### src/rtl/sio_pkg.sv
package sio_pkg;

  localparam int unsigned MODE_W    = 8;
  localparam int unsigned MAX_RATIO = 64;

  typedef struct packed {
    logic [1:0] rsvdHi;
    logic       lsbFirst;
    logic       rsvdMid;
    logic       internalClk;
    logic       oscSel;
    logic [1:0] divSel;
  } modeT;

  typedef struct packed {
    logic load;       // data register written: load and restart
    logic driveBit;   // serial clock falling: present next bit
    logic sampleBit;  // serial clock rising: shift in data input
  } strobeT;

  function automatic int unsigned divRatio(input logic [1:0] sel);
    case (sel)
      2'd0:    return 4;
      2'd1:    return 16;
      2'd2:    return 32;
      default: return MAX_RATIO;
    endcase
  endfunction

  function automatic modeT cleanMode(input logic [MODE_W-1:0] raw);
    modeT m;
    m = modeT'(raw);
    m.rsvdHi  = '0;
    m.rsvdMid = 1'b0;
    return m;
  endfunction

endpackage

### src/rtl/sio_clkgen.sv
module sio_clkgen
  import sio_pkg::*;
#(
  parameter int unsigned SYNC_STAGES = 2
) (
  input  logic       clk,
  input  logic       rstN,
  input  logic       tickA,
  input  logic       tickB,
  input  logic       oscSel,
  input  logic [1:0] divSel,
  input  logic       internalClk,
  input  logic       run,
  input  logic       restart,
  input  logic       sclkIn,
  output logic       riseEdge,
  output logic       fallEdge,
  output logic       sclkOut
);

  localparam int unsigned PRE_W = $clog2(MAX_RATIO / 2);

  logic             selTick;
  logic [PRE_W-1:0] preCnt;
  logic [PRE_W-1:0] halfLimit;
  logic             sclkInt;
  logic             intTerm;
  logic             allowEdge;

  assign selTick   = oscSel ? tickB : tickA;
  assign halfLimit = PRE_W'(divRatio(divSel) / 2 - 1);
  assign allowEdge = run && !restart;
  assign intTerm   = internalClk && allowEdge && selTick && (preCnt == halfLimit);

  // prescaler and internal serial clock phase
  always_ff @(posedge clk or negedge rstN) begin
    if (!rstN) begin
      preCnt  <= '0;
      sclkInt <= 1'b1;
    end else if (restart || !run || !internalClk) begin
      preCnt  <= '0;
      sclkInt <= 1'b1;
    end else if (selTick) begin
      if (preCnt == halfLimit) begin
        preCnt  <= '0;
        sclkInt <= ~sclkInt;
      end else begin
        preCnt <= preCnt + 1'b1;
      end
    end
  end

  // external clock synchronizer chain
  logic [SYNC_STAGES-1:0] syncPipe;
  logic                   syncPrev;

  for (genvar s = 0; s < SYNC_STAGES; s++) begin : g_sync
    if (s == 0) begin : g_first
      always_ff @(posedge clk or negedge rstN) begin
        if (!rstN) syncPipe[s] <= 1'b1;
        else       syncPipe[s] <= sclkIn;
      end
    end else begin : g_next
      always_ff @(posedge clk or negedge rstN) begin
        if (!rstN) syncPipe[s] <= 1'b1;
        else       syncPipe[s] <= syncPipe[s-1];
      end
    end
  end

  always_ff @(posedge clk or negedge rstN) begin
    if (!rstN) syncPrev <= 1'b1;
    else       syncPrev <= syncPipe[SYNC_STAGES-1];
  end

  logic extRise;
  logic extFall;

  assign extRise = !internalClk && allowEdge && syncPipe[SYNC_STAGES-1] && !syncPrev;
  assign extFall = !internalClk && allowEdge && !syncPipe[SYNC_STAGES-1] && syncPrev;

  assign riseEdge = (intTerm && !sclkInt) || extRise;
  assign fallEdge = (intTerm && sclkInt) || extFall;
  assign sclkOut  = sclkInt;

endmodule

### src/rtl/sio_ctrl.sv
module sio_ctrl
  import sio_pkg::*;
#(
  parameter int unsigned DATA_W = 8
) (
  input  logic              clk,
  input  logic              rstN,
  input  logic              wrEn,
  input  logic              wrSel,
  input  logic [DATA_W-1:0] wrData,
  input  logic              riseEdge,
  input  logic              fallEdge,
  output modeT              mode,
  output logic              active,
  output logic              loadNow,
  output strobeT            stb,
  output logic              irq
);

  localparam int unsigned CNT_W = $clog2(DATA_W);

  logic [CNT_W-1:0] bitCnt;
  logic             lastBit;
  logic             modeWr;

  assign loadNow = wrEn && wrSel;
  assign modeWr  = wrEn && !wrSel;
  assign lastBit = (bitCnt == CNT_W'(DATA_W - 1));

  always_ff @(posedge clk or negedge rstN) begin
    if (!rstN) mode <= '0;
    else if (modeWr) mode <= cleanMode(wrData[MODE_W-1:0]);
  end

  always_ff @(posedge clk or negedge rstN) begin
    if (!rstN) begin
      active <= 1'b0;
      bitCnt <= '0;
      irq    <= 1'b0;
    end else if (loadNow) begin
      active <= 1'b1;
      bitCnt <= '0;
      irq    <= 1'b0;
    end else if (active && riseEdge) begin
      bitCnt <= bitCnt + 1'b1;
      if (lastBit) begin
        active <= 1'b0;
        irq    <= 1'b1;
      end
    end
  end

  always_comb begin
    stb.load      = loadNow;
    stb.driveBit  = active && fallEdge && !loadNow;
    stb.sampleBit = active && riseEdge && !loadNow;
  end

endmodule

### src/rtl/sio_datapath.sv
module sio_datapath
  import sio_pkg::*;
#(
  parameter int unsigned DATA_W = 8
) (
  input  logic              clk,
  input  logic              rstN,
  input  strobeT            stb,
  input  logic              lsbFirst,
  input  logic [DATA_W-1:0] wrData,
  input  logic              sdi,
  output logic [DATA_W-1:0] shiftReg,
  output logic              sdo
);

  logic nextOut;

  assign nextOut = lsbFirst ? shiftReg[0] : shiftReg[DATA_W-1];

  always_ff @(posedge clk or negedge rstN) begin
    if (!rstN) begin
      shiftReg <= '0;
    end else if (stb.load) begin
      shiftReg <= wrData;
    end else if (stb.sampleBit) begin
      if (lsbFirst) shiftReg <= {sdi, shiftReg[DATA_W-1:1]};
      else          shiftReg <= {shiftReg[DATA_W-2:0], sdi};
    end
  end

  always_ff @(posedge clk or negedge rstN) begin
    if (!rstN)             sdo <= 1'b1;
    else if (stb.driveBit) sdo <= nextOut;
  end

endmodule

### src/rtl/sync_serial_io.sv
module sync_serial_io
  import sio_pkg::*;
#(
  parameter int unsigned DATA_W      = 8,
  parameter int unsigned SYNC_STAGES = 2
) (
  input  logic              clk,
  input  logic              rstN,
  input  logic              tickA,
  input  logic              tickB,
  input  logic              wrEn,
  input  logic              wrSel,
  input  logic [DATA_W-1:0] wrData,
  input  logic              rdSel,
  output logic [DATA_W-1:0] rdData,
  input  logic              sclkIn,
  output logic              sclkOut,
  output logic              sclkOe,
  input  logic              sdi,
  output logic              sdo,
  output logic              irq
);

  modeT              mode;
  strobeT            stb;
  logic              active;
  logic              loadNow;
  logic              riseEdge;
  logic              fallEdge;
  logic [DATA_W-1:0] shiftReg;

  sio_ctrl #(.DATA_W(DATA_W)) ctrl_i (
    .clk      (clk),
    .rstN     (rstN),
    .wrEn     (wrEn),
    .wrSel    (wrSel),
    .wrData   (wrData),
    .riseEdge (riseEdge),
    .fallEdge (fallEdge),
    .mode     (mode),
    .active   (active),
    .loadNow  (loadNow),
    .stb      (stb),
    .irq      (irq)
  );

  sio_clkgen #(.SYNC_STAGES(SYNC_STAGES)) clkgen_i (
    .clk         (clk),
    .rstN        (rstN),
    .tickA       (tickA),
    .tickB       (tickB),
    .oscSel      (mode.oscSel),
    .divSel      (mode.divSel),
    .internalClk (mode.internalClk),
    .run         (active),
    .restart     (loadNow),
    .sclkIn      (sclkIn),
    .riseEdge    (riseEdge),
    .fallEdge    (fallEdge),
    .sclkOut     (sclkOut)
  );

  sio_datapath #(.DATA_W(DATA_W)) dp_i (
    .clk      (clk),
    .rstN     (rstN),
    .stb      (stb),
    .lsbFirst (mode.lsbFirst),
    .wrData   (wrData),
    .sdi      (sdi),
    .shiftReg (shiftReg),
    .sdo      (sdo)
  );

  assign sclkOe = mode.internalClk;
  assign rdData = rdSel ? shiftReg : DATA_W'(mode);

endmodule

### config.mk
export PLATFORM = sky130hd
export DESIGN_NAME = sync_serial_io
export DESIGN_NICKNAME = d
export VERILOG_FILES = /design/src/rtl/sio_pkg.sv /design/src/rtl/sio_clkgen.sv /design/src/rtl/sio_ctrl.sv /design/src/rtl/sio_datapath.sv /design/src/rtl/sync_serial_io.sv
export SDC_FILE = /design/constraint.sdc
export NUM_CORES = 1
export LEC_CHECK = 0
export ABC_AREA = 1
export ABC_CLOCK_PERIOD_IN_PS = 2600
export BUFFER_PORTS_ARGS = -buffer_cell sky130_fd_sc_hd__buf_2
export CAP_MARGIN = 20
export CORE_MARGIN = 2
export CORE_UTILIZATION = 55
export DETAILED_ROUTE_END_ITERATION = 16
export PLACE_DENSITY = 0.81
export REMOVE_ABC_BUFFERS = 1
export SETUP_SLACK_MARGIN = 0.05
export SLEW_MARGIN = 0
export SYNTH_ARGS = -nofsm -noshare
export SYNTH_HDL_FRONTEND = slang
export SYNTH_SLANG_ARGS = --single-unit
### constraint.sdc
create_clock -name clk -period 2.6 [get_ports clk]
set_clock_uncertainty 0.15 [all_clocks]
set_input_delay 0.13 -clock clk [delete_from_list [all_inputs] [get_ports clk]]
set_output_delay 0.13 -clock clk [all_outputs]
set_load 0.1 [all_outputs]
* Word level (Yosys, flattened, before mapping)
Index checks and enable logic that the tools add are counted.
** Storage, ports and cells
- Bits in registers :: 28
- Input bits :: 17
- Output and inout port bits :: 12
- Logic and storage cells :: 79
** Cells by class
- Add/sub/neg operators :: 3
- Equality and inequality tests :: 4
- Muxes and demuxes :: 21
- Bitwise operators :: 1
- Reductions and logical operators :: 36
** Operator list (number)
- $mux W8 :: 4
- $pmux W6 S3 :: 1
- $logic_and A1 B1 Y1 :: 17
- $mux W5 :: 3
- $mux W1 :: 11
- $reduce_bool A2 Y1 :: 5
- $logic_not A1 Y1 :: 7
- $mux W3 :: 2
- $add A5 B1 Y5 const B :: 1
- $eq A5 B5 Y1 :: 1
- $sub A5 B1 Y5 const B :: 1
- $logic_or A1 B1 Y1 :: 4
- $reduce_and A2 Y1 :: 2
- $add A3 B1 Y3 const B :: 1
- $eq A3 B3 Y1 const B :: 1
- $eq A2 B1 Y1 const B :: 1
- $eq A2 B2 Y1 const B :: 1
- $logic_not A2 Y1 :: 1
- $not A1 Y1 :: 1

* Longest topological paths before layout
Gate-level depths: netlist of run 1.
- Depth in word-level cells :: 12
- Mapped depth :: 10
- Gate-level depth less buffers :: 10

* Modules after synthesis
From an unflattened synthesis of run 1, not the netlist that was laid out.
** Unflattened totals
- Cell total of the unflattened synthesis :: 246
- Area total of the unflattened synthesis :: 1704.1 um^2
** By module, submodules not included
- sio_clkgen :: times used 1, cells an instance 85, area each 591.8 um^2, sequential area each 230.2 um^2
- sio_datapath :: times used 1, cells an instance 79, area each 533.0 um^2, sequential area each 226.5 um^2
- sio_ctrl :: times used 1, cells an instance 56, area each 474.2 um^2, sequential area each 250.2 um^2
- sync_serial_io :: times used 1, cells an instance 26, area each 105.1 um^2, sequential area each 0.0 um^2

* Worst setup path after synthesis of run 1
No wires, ideal clock.
- Path type :: register -> output
- Start :: register ctrl_i.mode[3] (netlist name)
- End :: output port rdData[3]
- Arrival :: 3215 ps
- Required time :: 2320 ps
- Path slack :: -895 ps
- Stages on the path, launching flop included :: 3
- Buffers on the path :: 0
- Cell sequence :: dfrtp_1 -> inv_1 -> o21ai_0
** Between the ends
- Cells in the longest elaborated chain, start to end :: 1
** Ends and longest elaborated chain
- $mux W8 :: line sync_serial_io.sv:75 : assign rdData = rdSel ? shiftReg : DATA_W'(mode);
- end, declared :: line sync_serial_io.sv:15 : output logic [DATA_W-1:0] rdData,
No other way between the ends.

* Final worst setup path of run 1
- Start :: register ctrl_i.mode[5] (netlist name)
- End :: output port rdData[5]
** Between the ends
- Cells in the longest elaborated chain, start to end :: 1
** Ends and longest elaborated chain (line)
- $mux W8 :: sync_serial_io.sv:75
No other way between the ends.

==> metrics.txt, run 1 <==
vias=1,357; I/O pin count=29; Unique masters post-synth=25; CP max stage delay=between 0.6 and 0.7 ns; Final Core Density=0.693; Final setup viols=0; Comb pwr share=0.386; Worst Hold Slack=0.0667 ns; Internal Power=0.822 mW; layout cells sized above 1=0.243; Mean Syn Cell Area=8.05 µm²; worst slew pin tran=0.611 ns; max_cap viols=0; CTS sink cnt=28; WL/cell=12.3 µm; GP Congestion=0.838; # rows=19; post-synthesis sequential area ratio=0.448; total gr overflow=0; multi-input logic area=734 µm²; largest net degree at the start of global routing=29; RSZ-0062 raised after global routing=no; Rel. slew slack=0.593; fmax=a little over 500 MHz; Routed WL=3280 µm; outcome=finished, final reports clean; Final ANT Viol Nets=0; crit share post-route=0.744; CP max stage cell=dfrtp_1; Die X=about 58 µm; final hold vios=0; CP arrival=between 1.5 and 2 ns; Clock Tree Buf Depth=2; CP startpoint=ctrl_i.mode[5]; hold path startpoint=sdi; first drt pass iteration count=4; Crit Path Class=register to output pin; Chip Height=about 58 µm; pwr/cell area=760 nW/µm²; most common cell after layout, fill and taps aside=nand2_1; Final HPWL DP=2320 µm; TritonCTS clock tree=built; Worst R2R Start=clkgen_i.preCnt[1]; Avg Vias per Cell=5.10; switching pwr=0.618 mW; min Tclk post-route=~1.9 ns; Storage cell area=707 µm²; Yosys warning total=0; TritonCTS buffer count=3; Crit. End Element=output pin; H-tree levels=1; dpl cells=250; worst r2r path cells=8; Starting DRT DRC Count=40; type of origin of the critical path=register; antenna violations before repair=0; Fill cells=around 220; area of the core=2730 µm²; count of input and output buffers=28; CTS root buf=clkbuf_4; Synth Register Bits=28; crit path cell chain=nor2_1, a21oi_1, buf_2; Net Sw Frac=0.429; ANT cells=0; DIE AREA=~3300 µm²; most frequent cells in the layout=nand2_1 (53), buf_2 (28), inv_1 (27); clk_lat worst skew=0.33 ns; leakage=0.975 nW; synth-to-layout area growth=20.1%; setup bufs post-CTS=0; hold depth=5; Mapped Area=1580 µm²; sequential share of power=0.415; fin. max-slew vios=0; crit-path max FO=20; All-Layer GR Usage=0.219; Power, Total=between 1 and 1.5 mW; vias in the first global route=1,224; Worst EP required=2.32 ns; drt drc=0; fin nets=256; initial core utilization=0.577; fin cells=~270; post-CTS resize count=0; Clock Pin Slew Worst Setup and Hold Paths=0.15 ns; clock power share=0.199; Hold Crit Class=primary input to register; first-pass GRT wire length=5540 µm; VDD IR max=621 µV; R2R setup slack=0.95 ns; Mapped Cells=a little under 200
[cell usage after synthesis, drive strengths merged]
| library cell | n | area share |
|---|---|---|
| nand2 | 55 | 0.14 |
| o21ai | 31 | 0.12 |
| inv | 27 | 0.064 |
| dfrtp | 23 | 0.36 |
| nor2 | 16 | 0.049 |
| a21oi | 11 | 0.037 |
| nand3 | 11 | 0.046 |
| dfstp | 5 | 0.083 |
| clkbuf | 4 | 0.0095 |
| ha | 3 | 0.024 |
| mux2 | 2 | 0.014 |
| o22ai | 2 | 0.0079 |
| xor2 | 2 | 0.011 |
| buf | 1 | 0.013 |
| nand4 | 1 | 0.0079 |
| o32ai | 1 | 0.0056 |
| xnor2 | 1 | 0.0056 |
[timing repair]
item                                    4_1_cts  5_1_grt
hold buffers                                 12        0
endpoints found under the setup margin        0        0
endpoints found under the hold margin        38        0
[flip-flops by register name, indices dropped and copies added, names as in the netlist]
register and cells:
ctrl_i.bitCnt 3, dp_i.sdo 1, ctrl_i.mode 5, clkgen_i.syncPipe 2, dp_i.shiftReg 8, clkgen_i.preCnt 5, ctrl_i.irq 1, clkgen_i.syncPrev 1
clkgen_i.sclkOut 1, ctrl_i.active 1
[critical path, delay by kind of cell, from the launching register on]
kind                   cells  cell delay, ns
and+or+nand+nor            1            0.08
DFF                        1            0.68
buffers and inverters      1            0.44
AOI/OAI and AO/OA          1            0.12
[cell type report]
class	instances	area share
inverter	27	0.0535
tap	31	0.0205
clock inverter	1	0.0159
timing repair buffer	40	0.137
sequential	28	0.373
clock buffer	3	0.0119
multi-input combinational	136	0.388
[routing by layer]
layer	up-vias	part of all wire	track usage
li1	704	-	-
met5	-	0	0
met2	35	0.50	0.360
met4	0	0.024	0.0930
met1	609	0.44	0.291
met3	9	0.035	0.0249
[per-stage QoR]
step / instance area (µm²) / worst slack [ns] / TNS, ns
after floorplan: 1540 / -0.895 / -1.33
after global placement: 1720 / 1.03 / 0
after detailed placement: 1720 / 0.954 / 0
after CTS: 1890 / 0.669 / 0
after global routing: 1890 / 0.539 / 0
final: 1890 / 0.665 / 0
[power groups by stage]
stage / Combinational (mW) / Clock (mW) / Sequential (mW)
after floorplan: 0.383 / 0 / 0.653
after global placement: 0.536 / 0 / 0.605
after detailed placement: 0.546 / 0 / 0.605
after CTS: 0.560 / 0.293 / 0.597
after global routing: 0.606 / 0.310 / 0.612
final: 0.556 / 0.287 / 0.598
[final timing paths]
path | endpoint
hold / removal | dp_i.shiftReg[0]
hold reg to reg | clkgen_i.syncPipe[1]
min in group asynchronous | clkgen_i.preCnt[3]
setup / recovery | rdData[5]
setup reg to reg | dp_i.shiftReg[6]
max in group asynchronous | clkgen_i.preCnt[0]
[logic make-up (layout without fill, tap and decap cells)]
group,Yosys count,in the layout,share of synthesized area
adders and majority gates,3,3,0.0238
AOI/OAI and AO/OA,45,45,0.171
buffers and inverters,32,71,0.0864
and+or+nand+nor,83,83,0.240
DFF,28,28,0.448
muxes,2,2,0.0143
xor gates and xnor gates,3,3,0.0167
Power figures use the tool's default switching activity.
==> run 2, diff against run 1 <==
- ABC_CLOCK_PERIOD_IN_PS: 2600 -> 2000
- clock period: 2.6 -> 2 ns (I/O delays scaled with it)
==> metrics.txt, run 2 (synthesized netlist as in run 1, its figures left out) <==
outcome=finished, final reports clean; pwr/cell area=946 nW/µm² (+24%); Buf+Inv Stages, Crit Path=2 (+1); WL/cell=12.5 µm (+1.1%); dpl cells=251 (+0.40%); Final Core Density=0.690 (-0.00320); clk_lat worst skew=0.33 ns (about the same); H-tree levels=1 (unchanged); GP Congestion=0.820 (-2.1%); Final setup viols=0 (unchanged); crit path cell chain=inv_1, o21ai_0, buf_2; Routed WL=3330 µm (+1.5%); DIE AREA=3310 µm² (unchanged); Clock Tree Buf Depth=2 (unchanged); vias=1,391 (+2.5%); type of origin of the critical path=register; max_cap viols=0 (unchanged); CP max stage delay=0.48 ns (-0.20 ns); fmax=549 MHz; All-Layer GR Usage=0.211 (-0.00766); TritonCTS buffer count=3 (unchanged); CP max stage cell=buf_2; first-pass GRT wire length=5370 µm (-3.1%); Crit Path Class=register to output pin; Clock Pin Slew Worst Setup and Hold Paths=0.15 ns (about the same); initial core utilization=0.577 (unchanged); I/O pin count=29 (unchanged); drt drc=0 (unchanged); count of input and output buffers=28 (unchanged); most common cell after layout, fill and taps aside=nand2_1; Power, Total=1.78 mW (+24%); post-CTS resize count=0 (unchanged); fin. max-slew vios=0 (unchanged); Largest register FFs=8 (unchanged); TritonCTS clock tree=built; fin cells=267 (+0.38%); final hold vios=0 (unchanged); ANT cells=0 (unchanged); RSZ-0062 raised after global routing=no; biggest regs=dp_i.shiftReg: 8 flops, clkgen_i.preCnt: 5 flops, ctrl_i.mode: 5 flops; leakage=0.973 nW (-0.22%); largest net degree at the start of global routing=29 (unchanged); Worst EP required=1.75 ns (-0.57 ns); CTS root buf=clkbuf_4; crit share post-route=0.911; Die X=57.6 µm (unchanged); Starting DRT DRC Count=36 (-10%); # rows=19 (unchanged); CTS sink cnt=28 (unchanged); Final ANT Viol Nets=0 (unchanged); fin nets=257 (+0.39%); Hold Crit Class=primary input to register; first drt pass iteration count=4 (unchanged); Chip Height=57.6 µm (unchanged); antenna violations before repair=0 (unchanged); Avg Vias per Cell=5.21 (+2.1%); layout cells sized above 1=0.246 (+0.00321); CP arrival=1.57 ns (-0.09 ns); worst slew pin tran=0.634 ns (+0.0224 ns); CP top delay family=buffers and inverters; synth-to-layout area growth=19.5%; Final HPWL DP=2360 µm (+1.7%); crit-path max FO=4 (-80%); Rel. slew slack=0.578 (-0.0149); min Tclk post-route=1.82 ns; most frequent cells in the layout=nand2_1 (53), buf_2 (28), inv_1 (27); VDD IR max=668 µV (+7.5%); vias in the first global route=1,246 (+1.8%); area of the core=2730 µm² (unchanged); total gr overflow=0 (unchanged); Crit. End Element=output pin; Largest Register=dp_i.shiftReg
-- run 2: path summary, 6_finish.rpt --
check	to	cells after the start	slack, ns	from
worst min register to register	clkgen_i.syncPipe[1]	0	0.23	clkgen_i.syncPipe[0]
min in group asynchronous	clkgen_i.preCnt[4]	2	0.14	rstN
max in group asynchronous	dp_i.shiftReg[7]	2	1.13	rstN
worst min-delay path	clkgen_i.preCnt[1]	6	0.04	tickB
worst max register to register	dp_i.shiftReg[5]	7	0.32	ctrl_i.mode[2]
worst max-delay path	rdData[0]	3	0.18	ctrl_i.mode[0]
-- run 2: cell type report --
type                            instances  area, µm²
Clock buffer                            4       36.3
Fill cell                             225        848
Inverter                               27        101
Multi-Input combinational cell        136        734
Sequential cell                        28        707
Tap cell                               31       38.8
Timing Repair Buffer                   41        268
-- run 2: worst reg2reg max path, delay by kind of cell (launching register included) --
| kind | cells | cell delay, ns |
|---|---|---|
| AOI/OAI and AO/OA | 1 | 0.07 |
| and+or+nand+nor | 6 | 0.94 |
| DFF | 1 | 0.44 |
-- run 2: where the power goes --
| part | internal, mW | switching [mW] |
|---|---|---|
| combinational | 0.197 | 0.539 |
| sequential | 0.673 | 0.0978 |
| clock | 0.111 | 0.165 |
-- run 2: repair_timing --
| item | 4_1_cts | 5_1_grt |
|---|---|---|
| hold endpoints to repair | 38 | 0 |
| hold buffers | 12 | 0 |
| setup buffers | 0 | 0 |
-- run 2: routing by layer --
metal  up-vias  part of all wire  track usage
li1        712                 -            -
met1       640              0.45        0.271
met2        33              0.50        0.364
met3         6             0.036       0.0227
met4         0             0.017       0.0831
met5         -                 0            0
-- run 2: per-stage QoR --
stage,worst slack [ns],TNS (ns),hold WS (ns),area [µm²]
5_1_grt,0.117,0,0.0678,1890
6_report,0.177,0,0.0368,1890
3_3_place_gp,0.421,0,0.00280,1730
4_1_cts,0.240,0,0.0357,1890
2_1_floorplan,-1.46,-4.42,-0.346,1540
3_5_place_dp,0.349,0,0.00375,1730
